**src/rtl/statmem_ctrl.sv**
```systemverilog
module statmem_ctrl #(
  parameter int NB = 4,
  parameter int AW = 12,
  parameter int LW = 4
) (
  input  logic                      clk,
  input  logic                      rst_n,
  input  logic                      h_req,
  input  logic                      h_we,
  input  logic [AW-1:0]             h_addr,
  input  logic [LW-1:0]             h_len,
  input  logic [15:0]               h_wdata,
  output logic                      h_busy,
  output logic                      h_rdy,
  output logic [15:0]               h_rdata,
  input  logic [NB*15-1:0]          cfg,
  output logic [NB-1:0]             mem_cs_n,
  output logic [AW-((NB>1)?$clog2(NB):1):0] mem_a,
  output logic                      mem_oe_n,
  output logic                      mem_we_n,
  output logic [15:0]               mem_dq_o,
  output logic                      mem_dq_oe,
  input  logic [15:0]               mem_dq_i,
  input  logic                      mem_wait
);
  localparam int BW = (NB > 1) ? $clog2(NB) : 1;
  localparam int OW = AW - BW;
  localparam int CW = 15;

  typedef enum logic [2:0] {S_IDLE, S_SETUP, S_STRB, S_GAP, S_TURN} st_t;

  st_t            st;
  logic [BW-1:0]  bank;
  logic [OW-1:0]  off;
  logic           wr, piece, rdy;
  logic [LW-1:0]  left;
  logic [4:0]     cnt;
  logic [15:0]    wbuf, rbuf;
  logic [CW-1:0]  cc;
  logic [1:0]     wsync;

  function automatic logic [15:0] bswap(input logic [15:0] x);
    return {x[7:0], x[15:8]};
  endfunction

  wire [CW-1:0] ncfg   = cfg[CW*int'(h_addr[AW-1 -: BW]) +: CW];
  wire          c_wide = cc[0];
  wire          c_big  = cc[1];
  wire [4:0]    c_wait = cc[6:2];
  wire [3:0]    c_turn = cc[10:7];
  wire [3:0]    c_dly  = cc[14:11];
  wire          ws     = wsync[1];
  wire          hold   = (cnt < c_wait) || ws;
  wire          last   = c_wide || piece;
  wire          hi     = c_big ^ piece;
  wire          act    = (st == S_SETUP) || (st == S_STRB) || (st == S_GAP);

  always_ff @(posedge clk or negedge rst_n) begin
    if (!rst_n) begin
      st <= S_IDLE; bank <= '0; off <= '0; wr <= 1'b0; piece <= 1'b0;
      rdy <= 1'b0; left <= '0; cnt <= '0; wbuf <= '0; rbuf <= '0;
      cc <= '0; wsync <= '0;
    end else begin
      wsync <= {wsync[0], mem_wait};
      rdy   <= 1'b0;
      case (st)
        S_IDLE: if (h_req) begin
          bank  <= h_addr[AW-1 -: BW];
          off   <= h_addr[OW-1:0];
          wr    <= h_we;
          left  <= h_len;
          wbuf  <= h_wdata;
          cc    <= ncfg;
          piece <= 1'b0;
          cnt   <= '0;
          st    <= (ncfg[14:11] == 4'd0) ? S_STRB : S_SETUP;
        end
        S_SETUP: begin
          if (cnt == 5'(c_dly) - 5'd1) begin
            cnt <= '0;
            st  <= S_STRB;
          end else cnt <= cnt + 5'd1;
        end
        S_STRB: begin
          if (!hold) begin
            cnt <= '0;
            if (!wr) begin
              if (c_wide)  rbuf       <= c_big ? bswap(mem_dq_i) : mem_dq_i;
              else if (hi) rbuf[15:8] <= mem_dq_i[7:0];
              else         rbuf[7:0]  <= mem_dq_i[7:0];
            end
            if (last) begin
              rdy   <= 1'b1;
              piece <= 1'b0;
              if (left == '0) st <= (c_turn == 4'd0) ? S_IDLE : S_TURN;
              else begin
                left <= left - 1'b1;
                off  <= off + 1'b1;
                st   <= S_GAP;
              end
            end else begin
              piece <= 1'b1;
              st    <= S_GAP;
            end
          end else if (cnt != 5'd31) cnt <= cnt + 5'd1;
        end
        S_GAP: begin
          if (!piece) wbuf <= h_wdata;
          cnt <= '0;
          st  <= (c_dly == 4'd0) ? S_STRB : S_SETUP;
        end
        S_TURN: begin
          if (cnt == 5'(c_turn) - 5'd1) begin
            cnt <= '0;
            st  <= S_IDLE;
          end else cnt <= cnt + 5'd1;
        end
        default: st <= S_IDLE;
      endcase
    end
  end

  for (genvar g = 0; g < NB; g++) begin : g_cs
    assign mem_cs_n[g] = !(act && (bank == BW'(g)));
  end

  wire [7:0] byte_o = hi ? wbuf[15:8] : wbuf[7:0];

  assign mem_oe_n  = !((st == S_STRB) && !wr);
  assign mem_we_n  = !((st == S_STRB) && wr);
  assign mem_dq_oe = act && wr;
  assign mem_dq_o  = c_wide ? (c_big ? bswap(wbuf) : wbuf) : {8'h00, byte_o};
  assign mem_a     = c_wide ? {1'b0, off} : {off, piece};
  assign h_busy    = (st != S_IDLE);
  assign h_rdy     = rdy;
  assign h_rdata   = rbuf;
endmodule


```
**config.mk**
```make
export PLATFORM = sky130hd
export DESIGN_NAME = statmem_ctrl
export DESIGN_NICKNAME = d
export VERILOG_FILES = /design/src/rtl/statmem_ctrl.sv
export SDC_FILE = /design/constraint.sdc
export NUM_CORES = 1
export LEC_CHECK = 0
export ABC_AREA = 0
export BUFFER_PORTS_ARGS = -buffer_cell sky130_fd_sc_hd__buf_2
export CORE_MARGIN = 1
export CORE_UTILIZATION = 45
export DETAILED_ROUTE_END_ITERATION = 16
export PLACE_DENSITY = 0.76
export SYNTH_ARGS = -nofsm -noshare
export SYNTH_HDL_FRONTEND = slang
export SYNTH_SLANG_ARGS = --single-unit
export TNS_END_PERCENT = 10
```
**constraint.sdc**
```tcl
create_clock -name clk -period 2.05 [get_ports clk]
set_clock_uncertainty 0.05 [all_clocks]
set_input_delay 0.205 -clock clk [delete_from_list [all_inputs] [get_ports clk]]
set_output_delay 0.205 -clock clk [all_outputs]
set_load 0.02 [all_outputs]
```
==> impl_results.md <==
- Synth Instances: 473
- CP top delay family: compound AO/OA/AOI/OAI gates
- Post-synth top flop: dfrtp_1
- R2R Path End: off[4]$_DFFE_PN0P_
- Critical Path RT: 2.26 ns
- Number of synthesized flops with an enable pin: 0
- Vias: approximately 4400
- Async set-reset flop share out of synthesis: 100%
- Starting density of the core: 47.1%
- Area grow syn2layout: 34.0%
- Max clock buf depth: 2
- Worst Hold Class: input port to flop
- Worst Setup Start Kind: flop
- Top-count cell post-synth: dfrtp_1
- Commonest cells in the netlist: dfrtp_1 (76), nand2_1 (64), nor2_1 (40)
- Diodes inserted: 0
- Distinct cells, synth: 64
- Met3 usage: under 10%
- Die Ht: 104 microns
- Crit-path slowest cell: dfrtp_1
- WL final: approximately 13000 microns
- Cell taking the most area after synthesis: dfrtp_1
- CTS tree: done
- Post-synthesis mux area share: 20.5%
- Post-synthesis compound-gate area fraction: 13.4%
- Vias/cell: about 5.5
- Pint: between 5 and 6 mW
- Synth Area in Adders: 3.20%
- Final Cycle Share: 103%
- Hold EP: wbuf[13]$_DFFE_PN0P_
- IO Pins: 165
- Rows: 36
- Post-Synthesis Cell Area: between 4000 and 5000 sq um
- Cts bufs inserted: 9
- Dominant cells by area after synthesis: dfrtp_1 (41%), mux4_2 (7.2%), mux2i_1 (5.6%), mux2_2 (5.3%), nand2_1 (5.1%)
- Register area share after synthesis: 40.6%
- FF-to-FF setup slack: -0.05 ns
- Synth warn: 0
- Combinational family with the most area after synthesis: multiplexers
- Slew headroom: 65.5%
- IO Port Bufs: approximately 160
- Number of buffers and inverters on the critical path: 2
- Yosys reg bits: 76
- CP Cell Sequence: ha_1 -> nand2_2 -> o211ai_4 -> nand3_4 -> a22oi_2 -> buf_6 -> buf_12 -> o21ai_1 -> a22oi_1
- Maximum fanout along the worst path: 7
- Drt initial violations: 263
- RSZ-0062 raised after global routing: yes
- Overall Global Routing Usage: 22.8%
- Final setup slack of the worst path: -0.0526 ns
- Clk network pwr share: 12.0%
- Min-delay src: h_wdata[13]
- Pre-CTS setup slack: -0.120 ns
- Synthesized area per cell: 9.91 sq um
- Power Density: 1540 nW/um^2
- P_sw: ~4.4 mW
- Hold slack: approximately 0.012 ns
- Final HPWL DP: 9170 microns
- Gr busiest metal: met2
- Clock root buffer: clkbuf_8
- GPL Wtd Cong: 0.870
- Reg-to-Reg Start: cnt[1]$_DFFE_PN0P_
- Latest clock arrival within the worst-skew pair: 0.36 ns
- Max Slew Vio Count: 0
- Mapped Nets: 598
- CP arrival: 2.31 ns
- Failing checks: setup timing
- Final Hold Vio Count: 0
- LEAKAGE: 2.90 nW
- Setup-failing EPs final: 5
- Crit. End Element: flop
- DR pass1 iterations: 5
- First-pass GRT wire length: approximately 20000 microns
- Die area: 10800 sq um
- Grt ovf: 0
- VDD IR-drop max: 0.652 mV
- Worst Tran Pin Value: 0.518 ns
- Largest net degree at the start of global routing: 48
- Fmax: 476 MHz
- Post-Synth XOR/XNOR Area: 2.40%
- Nets: 779
- Post-synth top area share: 40.6%
- Fin cells: ~790
- Share of power burned in registers: 28.4%
- Minimum clock period: 2.10 ns
- Die X: 104 microns
- Placed insts: approximately 760
- Share of layout cells above drive strength 1: 43.9%
- Met2 usage: around two fifths
- Combinational Power Share: 59.6%
- Clock sinks: 76
- ANT nets after route: 0
- Number of remaining DRC errors: 0
- Hold depth: 2
- R2R cell count: 9
- H-tree depth: 3
- Maxcap violations: 0
- Critical Path Max Stage Delay: 0.39 ns
- Post-DR wirelength/cell: 15.9 microns
- Status: finished, violations left
- Initial antenna violation count: 0
- Grt met1 use: 28.5%
- CORE AREA: around 10000 sq um
- Simple logic cell fraction of the synthesized area: between 15 and 20%
- Critical path class: flop to flop
- Worst Setup SP: cnt[1]$_DFFE_PN0P_
- Switching part of the total: 45.4%
- Vias in the first global route: 4184
- Clock transition at the registers of the reported paths: about 0.080 ns
[worst max path at each step]
stage | endpoint | slack, ns | cells after the start
global placement | cnt[2]$_DFFE_PN0P_ | 0.03 | 7
global route | off[4]$_DFFE_PN0P_ | -0.12 | 10
finish | off[4]$_DFFE_PN0P_ | -0.05 | 9
detailed placement | cnt[3]$_DFFE_PN0P_ | -0.12 | 7
CTS | cnt[2]$_DFFE_PN0P_ | -0.04 | 7
floorplan | cnt[2]$_DFFE_PN0P_ | 0.006 | 8
[power groups by stage]
stage                     Sequential (mW)  Clock (mW)  Combinational, mW
final                                2.75        1.16               5.78
after global routing                 2.86        1.23               6.27
after CTS                            2.70        1.18               5.32
after detailed placement             2.72           0               5.19
after global placement               2.67           0               5.03
after floorplan                      2.68           0               3.68
[cells by family (layout without fill, tap and decap cells)]
family          Yosys count  after routing
fa+ha+maj                12             12
simple gates            156            156
flops                    76             76
buf+inv                  45            229
compound gates           99            100
xor+xnor                 12             12
mux                      73             73
[sequential cells by signal, summed over array words and instances, names as in the netlist]
signal,cells
left,4
off,10
st,3
wsync,2
wr,1
cnt,5
wbuf,16
cc,15
h_rdata,16
piece,1
bank,2
h_rdy,1
[stage by stage]
stage | TNS [ns] | total power, mW | utilization (%) | cell area [sq um]
after floorplan | 0 | 6.36 | - | 4690
final | -0.0718 | 9.69 | 63.1 | 6280
after global placement | 0 | 7.70 | 57.9 | 5760
after global routing | -1.30 | 10.3 | 63.1 | 6280
after detailed placement | -0.457 | 7.91 | 57.9 | 5760
after CTS | -0.0596 | 9.20 | 60.7 | 6040
[worst reg2reg max path: cells and delay by family (launching register included)]
kind	cells	cell delay [ns]
buffers and inverters	2	0.28
adders and majority gates	1	0.32
DFF	1	0.39
AOI/OAI and AO/OA	4	0.71
and+or+nand+nor	2	0.27
[area by class of cell]
cell class              count  area (sq um)
well taps                 133           166
multi-input cells         353          2750
flip-flops and latches     76          1910
repair buffers            196          1190
inverters                  18          71.3
fillers                   802          3670
clock buffers              10           138
clock inverters             5          61.3
[routing by layer]
layer / wire [microns] / vias to the layer above
li1: - / 2051
met1: 5120 / 2090
met2: 6410 / 197
met3: 832 / 21
met4: 210 / 0
met5: 0 / -
[cell usage in the layout (no fill, tap or decap), types with 10 or more instances in the layout]
cell      Yosys  final
mux4_2       15     15
buf_2        14    163
nand2_1      64     62
o21ai_0      19     18
mux2_2       22     22
nand3_1      13     13
buf_4         1     20
a21oi_1      38     33
mux2_1       10     10
nor2_1       40     40
dfrtp_1      76     73
inv_1        17     14
clkbuf_8      0     10
mux2i_1      26     26
o21ai_1      12     12
[repair_timing]
action,in CTS,in global routing
gates cloned,0,3
setup endpoints to repair,15,53
pin swaps,3,13
resized for setup,6,33
hold buffers,3,0
setup buffers,1,5
hold endpoints to repair,31,0
Power figures use the tool's default switching activity.
